--- src/rtl/wdog_pkg.sv ---
package wdog_pkg;
  localparam int unsigned ADDR_W   = 2;
  localparam int unsigned DATA_W   = 8;
  localparam int unsigned FLAG_BIT = 7;
  localparam int unsigned CTRL_W   = 3;

  typedef enum logic [ADDR_W-1:0] {
    A_FLAGS  = 2'd0,
    A_CTRL   = 2'd1,
    A_RELOAD = 2'd2,
    A_SPARE  = 2'd3
  } wdog_addr_e;

  typedef struct packed {
    logic rst_en;
    logic pol_hi;
    logic irq_en;
  } wdog_ctrl_t;
endpackage

--- src/rtl/wdog_regs.sv ---
module wdog_regs
  import wdog_pkg::*;
#(
  parameter int unsigned CNT_W = 6
) (
  input  logic              clk_i,
  input  logic              rst_ni,
  input  logic              we_i,
  input  logic              re_i,
  input  logic [ADDR_W-1:0] addr_i,
  input  logic [DATA_W-1:0] wdata_i,
  output logic [DATA_W-1:0] rdata_o,
  input  logic              expire_i,
  output wdog_ctrl_t        ctrl_o,
  output logic              flag_o,
  output logic [CNT_W-1:0]  reload_o,
  output logic              load_o
);
  logic [CNT_W-1:0] reload_q;
  wdog_ctrl_t       ctrl_q;
  logic             flag_q;
  logic             wdata_unused;

  assign wdata_unused = ^wdata_i[DATA_W-1:CNT_W];
  assign load_o       = we_i && (addr_i == A_RELOAD);

  always_ff @(posedge clk_i or negedge rst_ni) begin
    if (!rst_ni) begin
      reload_q <= '0;
      ctrl_q   <= '0;
      flag_q   <= 1'b0;
    end else begin
      if (load_o) reload_q <= wdata_i[CNT_W-1:0];
      if (we_i && (addr_i == A_CTRL)) ctrl_q <= wdata_i[CTRL_W-1:0];
      // set wins over read-clear
      if (expire_i) flag_q <= 1'b1;
      else if (re_i && (addr_i == A_FLAGS)) flag_q <= 1'b0;
    end
  end

  always_comb begin
    rdata_o = '0;
    unique case (addr_i)
      A_FLAGS:  rdata_o[FLAG_BIT]       = flag_q;
      A_CTRL:   rdata_o[CTRL_W-1:0]     = ctrl_q;
      A_RELOAD: rdata_o[CNT_W-1:0]      = reload_q;
      default:  rdata_o                 = '0;
    endcase
  end

  assign ctrl_o   = ctrl_q;
  assign flag_o   = flag_q;
  assign reload_o = reload_q;
endmodule

--- src/rtl/wdog_count.sv ---
module wdog_count #(
  parameter int unsigned CNT_W = 6
) (
  input  logic             clk_i,
  input  logic             rst_ni,
  input  logic             tick_i,
  input  logic             load_i,
  input  logic [CNT_W-1:0] load_val_i,
  input  logic [CNT_W-1:0] reload_i,
  output logic [CNT_W-1:0] cnt_o,
  output logic             expire_o
);
  localparam logic [CNT_W-1:0] ONE = CNT_W'(1);

  logic [CNT_W-1:0] cnt_q;

  // zero count means disabled; a write takes priority over a tick
  assign expire_o = tick_i && !load_i && (cnt_q == ONE);

  always_ff @(posedge clk_i or negedge rst_ni) begin
    if (!rst_ni) begin
      cnt_q <= '0;
    end else if (load_i) begin
      cnt_q <= load_val_i;
    end else if (tick_i && (cnt_q != '0)) begin
      cnt_q <= (cnt_q == ONE) ? reload_i : cnt_q - ONE;
    end
  end

  assign cnt_o = cnt_q;
endmodule

--- src/rtl/wdog_irq.sv ---
module wdog_irq
  import wdog_pkg::*;
(
  input  logic       clk_i,
  input  logic       rst_ni,
  input  logic       expire_i,
  input  logic       flag_i,
  input  wdog_ctrl_t ctrl_i,
  output logic       irq_o,
  output logic       rst_req_o
);
  logic pend;
  logic rst_req_q;

  assign pend  = flag_i && ctrl_i.irq_en;
  assign irq_o = ctrl_i.pol_hi ? pend : !pend;

  always_ff @(posedge clk_i or negedge rst_ni) begin
    if (!rst_ni) rst_req_q <= 1'b0;
    else         rst_req_q <= expire_i && ctrl_i.rst_en;
  end

  assign rst_req_o = rst_req_q;
endmodule

--- src/rtl/cntdn_wdog.sv ---
module cntdn_wdog
  import wdog_pkg::*;
#(
  parameter int unsigned CNT_W = 6
) (
  input  logic              clk_i,
  input  logic              rst_ni,
  input  logic              tick_i,
  input  logic              reg_we_i,
  input  logic              reg_re_i,
  input  logic [ADDR_W-1:0] reg_addr_i,
  input  logic [DATA_W-1:0] reg_wdata_i,
  output logic [DATA_W-1:0] reg_rdata_o,
  output logic              irq_o,
  output logic              rst_req_o
);
  wdog_ctrl_t       ctrl;
  logic             flag;
  logic             expire;
  logic             load;
  logic [CNT_W-1:0] reload;
  logic [CNT_W-1:0] cnt;

  wdog_regs #(.CNT_W(CNT_W)) u_regs (
    .clk_i    (clk_i),
    .rst_ni   (rst_ni),
    .we_i     (reg_we_i),
    .re_i     (reg_re_i),
    .addr_i   (reg_addr_i),
    .wdata_i  (reg_wdata_i),
    .rdata_o  (reg_rdata_o),
    .expire_i (expire),
    .ctrl_o   (ctrl),
    .flag_o   (flag),
    .reload_o (reload),
    .load_o   (load)
  );

  wdog_count #(.CNT_W(CNT_W)) u_count (
    .clk_i      (clk_i),
    .rst_ni     (rst_ni),
    .tick_i     (tick_i),
    .load_i     (load),
    .load_val_i (reg_wdata_i[CNT_W-1:0]),
    .reload_i   (reload),
    .cnt_o      (cnt),
    .expire_o   (expire)
  );

  wdog_irq u_irq (
    .clk_i     (clk_i),
    .rst_ni    (rst_ni),
    .expire_i  (expire),
    .flag_i    (flag),
    .ctrl_i    (ctrl),
    .irq_o     (irq_o),
    .rst_req_o (rst_req_o)
  );
endmodule

--- config.mk ---
export PLATFORM = sky130hd
export DESIGN_NAME = cntdn_wdog
export DESIGN_NICKNAME = d
export VERILOG_FILES = /design/src/rtl/wdog_pkg.sv /design/src/rtl/wdog_regs.sv /design/src/rtl/wdog_count.sv /design/src/rtl/wdog_irq.sv /design/src/rtl/cntdn_wdog.sv
export SDC_FILE = /design/constraint.sdc
export NUM_CORES = 1
export LEC_CHECK = 0
export BUFFER_PORTS_ARGS = -buffer_cell sky130_fd_sc_hd__clkbuf_2
export CORE_ASPECT_RATIO = 1.2
export CORE_MARGIN = 5
export CORE_UTILIZATION = 35
export CTS_BUF_LIST = sky130_fd_sc_hd__clkbuf_2
export CTS_CLUSTER_SIZE = 14
export DETAILED_ROUTE_END_ITERATION = 7
export PLACE_DENSITY = 0.6
export SYNTH_ARGS = -nofsm -noshare
export SYNTH_HDL_FRONTEND = slang
export SYNTH_SLANG_ARGS = --single-unit
--- constraint.sdc ---
create_clock -name clk_i -period 1.4 [get_ports clk_i]
set_input_delay 0.14 -clock clk_i [delete_from_list [all_inputs] [get_ports clk_i]]
set_output_delay 0.14 -clock clk_i [all_outputs]
set_load 0.02 [all_outputs]
==> metrics.yaml, run 1 <==
synth:
  synth.distinct_cells: 34
  synth-edff-count: 0
  synth_seq_cells: 17
  yosys_warnings: 0
  synth-main-ff-cell: "dfrtp_1"
  synth_top_area_share_pct: 40.9
  syn_area_per_cell_um2: 9.04
  synth_area_leader_cell: "dfrtp_1"
  biggest_area_contributors_in_the_synthesized_netlist: "dfrtp_1 41%, nand2_1 9.4%, ha_1 6.0%, mux2_2 4.3%, a22oi_1 3.6%"
  register_area_share_after_synthesis_pct: 40.9
  netlist_instances: 115
  synthesis.area_um2: 1040
  syn-num-nets: 135
  asyncSetResetFlopFracSynth_pct: 100
global_routing:
  number_of_antenna_violations_at_the_first_check_in_global_routing: 0
  globalRoute.totalOverflow: 0
  grt.total_usage_pct: 14.0
  first_global_vias: 1028
  grt_pass1_wl_um: 4510
  grt_max_degree: 18
die:
  floorplan.die.width_um: 59.8
  die_height_um: 69.7
  design.portCount: 25
  initial_standard_cell_utilization_of_the_core_pct: 36.6
  core_area_um2: 2840
  die-area_um2: 4170
  row_count: 21
power_and_ir_drop:
  power.share.sequential_pct: 34.5
  power_switching_share_pct: 40.1
  power_frac_comb_pct: 55.4
  pwr-share-clk_pct: 10.1
  leakagePower_nw: 0.685
  power_report.internal_total_mw: 1.37
  total_power_mw: 2.30
  worst_ir_drop_vdd_mv: 0.772
  power.density_nw_per_um2: 1610
  switching_power_uw: 921
route:
  dr.first_iter.drc_count: 28
  num_vias: 988
  drc_errors: 0
  wl_per_cell_um: 14.8
  post_drt_via_cell_ratio: 5.31
  ant_nets: 0
  dr.pass1.iters: 4
  drt-total-wl_um: 2750
sta:
  final_max_slew_viol_count: 0
  finalWorstSetupSlack_ns: -0.0567
  clock.fmax_mhz: 687
  clock-skew-final_ns: 0.00513
  period_utilisation_layout_pct: 104
  setup_viol_count_final: 1
  final-hold-violation-count: 0
  rsz_0062_raised_after_global_routing: "true"
  min_clock_period_post_route_ns: 1.46
  fin_hold_ws_ns: 0.0336
  totalNegativeSetupSlack_ns: -0.0567
final_layout:
  syn_to_final_growth_pct: 36.7
  combined_area_of_the_multi_input_logic_cells_um2: 677
  finalCoreUtilization_pct: 50.1
  drive_gt1_share_pct: 43.4
  num-fill-cells: 266
  num-nets-final: 173
  seq_area_um2: 428
  insertedDiodeCount: 0
setup_path:
  crit_path_max_fanout: 4
  worst_setup_path_end_kind: "register"
  critPathMaxStageDelay_ns: 0.47
  worst-endpoint-required_ns: 1.63
  crit_path_launch_type: "register"
  critical_path.cell_chain: "nor4_4 > buf_4 > nand2_2 > and3_4 > o31ai_4"
  cp_data_arrival_time_ns: 1.69
  worst-setup-path-type: "register to register"
  critPathSlowestCell: "dfrtp_2"
clock_network:
  cts_inserted_buffers: 3
  tritoncts: "done"
  clock_tree.buffer_depth: 2
  clock_insertion_delay_worst_skew_ns: 0.31
  clk_pin_slew_ns: 0.17
  clock-root-buffer: "clkbuf_2"
  cts_num_sinks: 17
  cts_max_level: 1
status:
  violations: "negative setup slack"
  status: "complete, but fails checks"
place:
  placement.setup.worst_slack_ns: -0.131
  globalplace.congestion: 0.750
  post-dp-hpwl_um: 2010
  place.port_buffers: 21
run:
  max-cap-violations: 0
hold_path:
  hold_path_class: "input port to register"
[per-layer routing]
metal / global-route usage, % / up-vias / wire length, um
met2: 23.0 / 21 / 1430
met5: 0 / - / 0
met1: 17.3 / 487 / 1190
li1: - / 475 / -
met4: 7.14 / 0 / 57
met3: 1.49 / 5 / 71
[cell type report]
cell class	instances	area share, %
Clock buffer	3	1.06
Clock inverter	1	0.352
Inverter	5	1.32
Multi-Input combinational cell	88	47.6
Sequential cell	17	30.1
Tap cell	34	2.99
Timing Repair Buffer	38	16.5
[state kept, by name, indices dropped and copies added, names as in the netlist]
signal	count
u_count.cnt_o	6
u_regs.reload_o	6
u_regs.ctrl_o	3
u_irq.rst_req_o	1
u_regs.flag_o	1
[cell usage in the layout, fill, tap and decap left out, types with 3 or more instances in the layout]
cell      instances
ha_1              3
clkbuf_2         24
o21ai_1           3
nor2b_1           4
nor2_1            3
a21oi_2           3
mux2_2            3
a22oi_1           4
dfrtp_1          15
buf_4            16
nand2_1          25
inv_1             4
and2_1            5
[cells by family after synthesis]
logic type	Yosys count	synth area share, %
AOI/OAI and AO/OA	23	15.9
muxes	6	6.26
xor gates and xnor gates	2	1.69
other	1	0.361
and+or+nand+nor	51	24.9
buffers and inverters	10	3.97
DFF	17	40.9
adders and majority gates	5	6.02
[through the flow]
stage,std cells,area [um^2]
6_report,186,1420
5_1_grt,186,1420
4_1_cts,185,1360
3_5_place_dp,179,1280
3_3_place_gp,179,1280
2_1_floorplan,115,1050
[worst paths after layout]
kind,depth (start not counted),slack (ns),start,to
hold / removal,3,0.03,reg_wdata_i[5],u_regs.reload_o[5]
min in group asynchronous,2,0.27,rst_ni,u_count.cnt_o[2]
hold reg to reg,2,0.53,u_regs.reload_o[5],u_regs.reload_o[5]
setup / recovery,5,-0.06,u_count.cnt_o[5],u_count.cnt_o[0]
max in group asynchronous,2,0.80,rst_ni,u_count.cnt_o[5]
setup reg to reg,5,-0.06,u_count.cnt_o[5],u_count.cnt_o[0]
[timing repair]
action	4_1_cts	5_1_grt
endpoints found under the setup margin	8	10
gates cloned	0	0
hold buffers	1	0
pin swaps	4	10
buffers inserted	1	1
endpoints found under the hold margin	17	0
resized for setup	8	15
[critical path: cells and delay by family, from the launching register on]
| kind | cells | cell delay, ns |
|---|---|---|
| and+or+nand+nor | 3 | 0.50 |
| DFF | 1 | 0.47 |
| AOI/OAI and AO/OA | 1 | 0.24 |
| buffers and inverters | 1 | 0.18 |
[power by group through the flow]
| stage | Sequential, mW | Clock [mW] | Combinational [mW] |
|---|---|---|---|
| 2_1_floorplan | 0.795 | 0 | 0.629 |
| 3_3_place_gp | 0.791 | 0 | 1.00 |
| 3_5_place_dp | 0.795 | 0 | 1.02 |
| 4_1_cts | 0.786 | 0.238 | 1.15 |
| 5_1_grt | 0.817 | 0.260 | 1.39 |
| 6_report | 0.792 | 0.232 | 1.27 |
[synth_stat cells, drive strengths merged (3+ instances only)]
cell and n:
nand2 26, dfrtp 17, a22oi 5, and2 5, ha 5, inv 5, nor2b 5, o21ai 5
mux2 4, a21oi 3, clkbuf 3, nor2 3, nor3 3
Power figures use the tool's default switching activity.
==> run 2, diff against run 1 <==
- PLACE_DENSITY: 0.6 -> unset
- PLACE_DENSITY_LB_ADDON: unset -> 0.3
==> run 2 against run 1 <==
Net effect: cell count increased by 3.2%; combinational power increased by 6%; critical path depth increased by 1; the flow still finishes with violations (negative setup slack); global-route usage increased by 0.71 points; total power increased by 3.3%; wire length increased by 1.1%; hold slack improved by 0.0087 ns; count of clock-buffer cells in the layout unchanged; setup slack got worse by 0.058 ns; highest routed layer unchanged.
==> metrics.yaml, run 2 (synthesis gave the netlist of run 1 again) <==
die:
  design.portCount: 25  # unchanged
  die_height_um: 69.7  # unchanged
  die-area_um2: 4170  # unchanged
  initial_standard_cell_utilization_of_the_core_pct: 36.6  # unchanged
  core_area_um2: 2840  # unchanged
  floorplan.die.width_um: 59.8  # unchanged
  row_count: 21  # unchanged
status:
  status: "complete, but fails checks"
  violations: "negative setup slack"
global_routing:
  grt_max_degree: 18  # unchanged
  grt.total_usage_pct: 14.7  # +0.71 points
  number_of_antenna_violations_at_the_first_check_in_global_routing: 0  # unchanged
  first_global_vias: 1072  # +4.3%
  globalRoute.totalOverflow: 0  # unchanged
  grt_pass1_wl_um: 4740  # +5.2%
sta:
  final_max_slew_viol_count: 0  # unchanged
  clock.fmax_mhz: 660  # -3.8%
  final-hold-violation-count: 0  # unchanged
  totalNegativeSetupSlack_ns: -0.253  # -0.196 ns
  min_clock_period_post_route_ns: 1.51  # +0.0575 ns
  finalWorstSetupSlack_ns: -0.114  # -0.0575 ns
  period_utilisation_layout_pct: 108  # +4.1 points
  rsz_0062_raised_after_global_routing: "true"
  setup_viol_count_final: 6  # +5
  clock-skew-final_ns: 0.00534  # +0.000215 ns
setup_path:
  worst-endpoint-required_ns: 1.61  # -0.02 ns
  crit_path_max_fanout: 4  # unchanged
  setup.worst_path.start: "u_count.cnt_o[5]"
  worst-setup-path-type: "register to register"
  cp_data_arrival_time_ns: 1.72  # +0.03 ns
  worstReg2RegStart: "u_count.cnt_o[5]"
  crit_path_launch_type: "register"
  worst_setup_path_end_kind: "register"
  setup.reg_to_reg.worst_slack_ns: -0.11  # -0.06 ns
power_and_ir_drop:
  switching_power_uw: 936  # +1.6%
  power.density_nw_per_um2: 1640  # +1.7%
  power_switching_share_pct: 39.5  # -0.65 points
  power.share.sequential_pct: 33.0  # -1.5 points
  leakagePower_nw: 0.709  # +3.5%
  power_frac_comb_pct: 57.0  # +1.6 points
  pwr-share-clk_pct: 10.0  # about the same
  power_report.internal_total_mw: 1.43  # +4.4%
  worst_ir_drop_vdd_mv: 1.05  # +36%
place:
  place.port_buffers: 21  # unchanged
  globalplace.congestion: 0.832  # +11%
  post-dp-hpwl_um: 2070  # +3.0%
clock_network:
  tritoncts: "done"
  clk_pin_slew_ns: 0.18  # about the same
  clock_insertion_delay_worst_skew_ns: 0.31  # about the same
  cts_inserted_buffers: 3  # unchanged
  clock_tree.buffer_depth: 2  # unchanged
  clock-root-buffer: "clkbuf_2"
  cts_max_level: 1  # unchanged
  cts_num_sinks: 17  # unchanged
route:
  drc_errors: 0  # unchanged
  wl_per_cell_um: 14.5  # -2.1%
  post_drt_via_cell_ratio: 5.35  # +0.80%
  ant_nets: 0  # unchanged
  drt-total-wl_um: 2780  # +1.1%
  dr.pass1.iters: 4  # unchanged
  dr.first_iter.drc_count: 24  # -14%
  num_vias: 1028  # +4.0%
final_layout:
  finalCoreUtilization_pct: 50.9  # +0.79 points
  insertedDiodeCount: 0  # unchanged
  syn_to_final_growth_pct: 38.9
  layout.cells.most_common_list: "25 x nand2_1, 24 x clkbuf_2, 21 x buf_4"
  drive_gt1_share_pct: 43.7  # +0.25 points
  mostFrequentLayoutCell: "nand2_1"
  num-nets-final: 179  # +3.5%
hold_path:
  hp-start: "reg_wdata_i[3]"
  hold_path_class: "input port to register"
run:
  max-cap-violations: 0  # unchanged
-- run 2: layout make-up --
cell class,count,area [um^2]
clock buffer,3,15.0
clock inverter,1,5.00
fill,258,1390
inverter,5,18.8
multi-input combinational,88,651
sequential,17,428
tap,34,42.5
timing repair buffer,44,284
-- run 2: final timing paths --
path | end | cells past startpoint
worst max-delay path | u_count.cnt_o[4] | 6
worst min-delay path | u_regs.reload_o[3] | 3
worst max register to register | u_count.cnt_o[4] | 6
worst min register to register | u_regs.reload_o[4] | 2
max in group asynchronous | u_count.cnt_o[3] | 2
min in group asynchronous | u_regs.ctrl_o[2] | 2
-- run 2: metrics by stage --
| stage | cell area, um^2 | worst slack (ns) | hold WS, ns | std cells | total power [mW] |
|---|---|---|---|---|---|
| finish | 1440 | -0.114 | 0.0422 | 192 | 2.37 |
| global route | 1440 | -0.146 | 0.0276 | 192 | 2.56 |
| CTS | 1380 | -0.0501 | 0.0358 | 186 | 2.23 |
| detailed placement | 1280 | -0.0777 | 0.111 | 179 | 1.82 |
| global placement | 1280 | -0.0503 | 0.102 | 179 | 1.79 |
| floorplan | 1050 | -0.0186 | -0.156 | 115 | 1.42 |
-- run 2: timing repair --
action | in CTS | in global routing
setup buffers | 2 | 6
pin swaps | 4 | 3
hold endpoints to repair | 17 | 0
gates resized for setup | 12 | 7
endpoints found under the setup margin | 7 | 10
hold buffers | 1 | 0
-- run 2: power by group through the flow --
stage,clock [mW],combinational [mW],sequential [mW]
2_1_floorplan,0,0.629,0.795
3_3_place_gp,0,1.00,0.787
3_5_place_dp,0,1.03,0.793
4_1_cts,0.244,1.20,0.784
5_1_grt,0.272,1.49,0.801
6_report,0.237,1.35,0.781
-- run 2: routing by layer --
metal	up-vias	GRT usage [%]	wire [um]
li1	485	-	-
met1	509	17.7	1110
met2	28	25.4	1490
met3	6	1.86	117
met4	0	5.67	57
met5	-	0	0
-- run 2: critical path, cell delays in order, from the launching register on --
cell      delay, ns
dfrtp_2        0.48
buf_4          0.15
buf_4          0.12
nand2b_4       0.16
mux2_4         0.31
a21oi_2        0.13
o31ai_1        0.08
==> run 3, diff against run 2 <==
- CELL_PAD_IN_SITES_DETAIL_PLACEMENT: unset -> 2
- CELL_PAD_IN_SITES_GLOBAL_PLACEMENT: unset -> 2
- CORE_UTILIZATION: 35 -> 29
==> run 3 against run 2 <==
Net effect: the run still ends with negative setup slack left; first-iteration DRC count shrank 67%; flip-flop and latch count is the same; setup slack lost 0.023 ns; sequential share of layout area shrank 1.2 points; clock power grew 8.9%; wire length grew 34%; largest cell class unchanged.
==> metrics.yaml, run 3 (synthesis gave the netlist of run 1 again) <==
route:
  num_vias: 1046  # +1.8%
  ant_nets: 0  # unchanged
  dr.first_iter.drc_count: 8  # -67%
  dr.pass1.iters: 4  # unchanged
  wl_per_cell_um: 18.7  # +30%
  drc_errors: 0  # unchanged
  post_drt_via_cell_ratio: 5.28  # -1.3%
  drt-total-wl_um: 3710  # +34%
sta:
  period_utilisation_layout_pct: 110  # +1.7 points
  fin_hold_ws_ns: 0.0291  # -0.0131 ns
  setup_viol_count_final: 6  # unchanged
  clock-skew-final_ns: 0.00754  # +0.00220 ns
  totalNegativeSetupSlack_ns: -0.421  # -0.168 ns
  rsz_0062_raised_after_global_routing: "true"
  finalWorstSetupSlack_ns: -0.137  # -0.0232 ns
  final-hold-violation-count: 0  # unchanged
  min_clock_period_post_route_ns: 1.54  # +0.0232 ns
  final_max_slew_viol_count: 0  # unchanged
  clock.fmax_mhz: 650  # -1.5%
clock_network:
  clock_insertion_delay_worst_skew_ns: 0.34  # +0.03 ns
  clock_tree.buffer_depth: 2  # unchanged
  cts_max_level: 1  # unchanged
  cts_inserted_buffers: 3  # unchanged
  tritoncts: "done"
  clock-root-buffer: "clkbuf_2"
  clk_pin_slew_ns: 0.20  # +0.02 ns
  cts_num_sinks: 17  # unchanged
global_routing:
  grt.total_usage_pct: 15.7  # +1.1 points
  first_global_vias: 1192  # +11%
  grt_pass1_wl_um: 5810  # +23%
  number_of_antenna_violations_at_the_first_check_in_global_routing: 0  # unchanged
  grt_max_degree: 18  # unchanged
  globalRoute.totalOverflow: 0  # unchanged
final_layout:
  mostFrequentLayoutCell: "nand2_1"
  num-nets-final: 182  # +1.7%
  insertedDiodeCount: 0  # unchanged
  layout.cells.most_common_list: "26 x nand2_1, 22 x clkbuf_2, 22 x buf_4"
  drive_gt1_share_pct: 45.3  # +1.7 points
  syn_to_final_growth_pct: 45.4
setup_path:
  worstReg2RegStart: "u_count.cnt_o[5]"
  rr_worst_depth: 6  # unchanged
  worst_setup_path_end_kind: "register"
  crit_path_launch_type: "register"
  worst-endpoint-required_ns: 1.65  # +0.04 ns
  cp_data_arrival_time_ns: 1.79  # +0.07 ns
  worst-setup-path-type: "register to register"
  timing.rr.end: "u_count.cnt_o[1]"
  crit_path_max_fanout: 4  # unchanged
  setup.reg_to_reg.worst_slack_ns: -0.14  # -0.02 ns
place:
  place.port_buffers: 21  # unchanged
  post-dp-hpwl_um: 2450  # +18%
  globalplace.congestion: 0.774  # -7.1%
die:
  design.portCount: 25  # unchanged
  die-area_um2: 4890  # +17%
  core_area_um2: 3400  # +20%
  initial_standard_cell_utilization_of_the_core_pct: 30.6  # -6.0 points
  floorplan.die.width_um: 64.7  # +8.2%
  row_count: 23  # +9.5%
  die_height_um: 75.6  # +8.4%
hold_path:
  worstHoldPathCells: 3  # unchanged
  hold_path_class: "input port to register"
  hold_path_end: "u_regs.reload_o[2]"
  hp-start: "reg_wdata_i[2]"
status:
  status: "complete, but fails checks"
  violations: "negative setup slack"
power_and_ir_drop:
  leakagePower_nw: 0.731  # +3.0%
  worst_ir_drop_vdd_mv: 0.620  # -41%
  power.density_nw_per_um2: 1680  # +2.3%
run:
  max-cap-violations: 0  # unchanged
run 3: changes by cell type in the layout (fill, tap and decap cells not counted), sizes merged:
cell	before	now
dlygate4sd3	1	4
buf	22	24
clkbuf	24	22
run 3: layout make-up:
class,count,area [um^2]
Sequential cell,17,429
Inverter,5,18.8
Clock buffer,3,15.0
Tap cell,37,46.3
Multi-Input combinational cell,88,681
Clock inverter,1,5.00
Fill cell,367,1880
Timing Repair Buffer,47,317
run 3: how the worst max path moves through the flow:
stage / end / slack (ns) / startpoint / depth (start not counted)
floorplan: u_count.cnt_o[1] / -0.02 / u_count.cnt_o[5] / 4
global placement: u_count.cnt_o[0] / -0.05 / u_count.cnt_o[0] / 6
detailed placement: u_count.cnt_o[1] / -0.11 / u_count.cnt_o[0] / 5
CTS: u_count.cnt_o[0] / -0.09 / u_count.cnt_o[5] / 5
global route: u_count.cnt_o[1] / -0.23 / u_count.cnt_o[5] / 6
finish: u_count.cnt_o[1] / -0.14 / u_count.cnt_o[5] / 6
run 3: repair_timing:
action                                  in CTS  in global routing
hold buffers                                 3                  1
endpoints found under the setup margin       9                 11
resized for setup                           15                 13
pin swaps                                    6                  6
buffers inserted                             2                  6
endpoints found under the hold margin       19                  1
run 3: metal layers:
metal  vias to the layer above  global-route usage (%)  wire [um]
li1                        491                       -          -
met1                       527                    17.0       1470
met2                        23                    31.1       2080
met3                         5                    2.51        110
met4                         0                    5.63         55
met5                         -                       0          0
run 3: through the flow:
stage          utilization (%)  power [mW]  instance area, um^2  setup WS (ns)  std cells
6_report                  44.5        2.54                 1510         -0.137        198
5_1_grt                   44.5        2.71                 1510         -0.232        198
4_1_cts                   41.5        2.34                 1410        -0.0859        191
3_5_place_dp              37.8        1.89                 1280         -0.110        182
3_3_place_gp              37.8        1.82                 1280        -0.0544        182
2_1_floorplan                -        1.42                 1050        -0.0186        115
run 3: worst max-delay path, cell delays in order, from the launching register on:
cell	delay [ns]
dfrtp_1	0.46
nor4_4	0.32
buf_4	0.18
buf_4	0.10
nand2_1	0.09
a21oi_1	0.20
o211ai_1	0.10
run 3: report_power, final:
part / switching, mW / total (mW) / leakage [nW] / internal, mW
Clock: 0.193 / 0.258 / 0.0164 / 0.0647
Sequential: 0.174 / 0.810 / 0.207 / 0.637
Combinational: 0.688 / 1.47 / 0.507 / 0.782
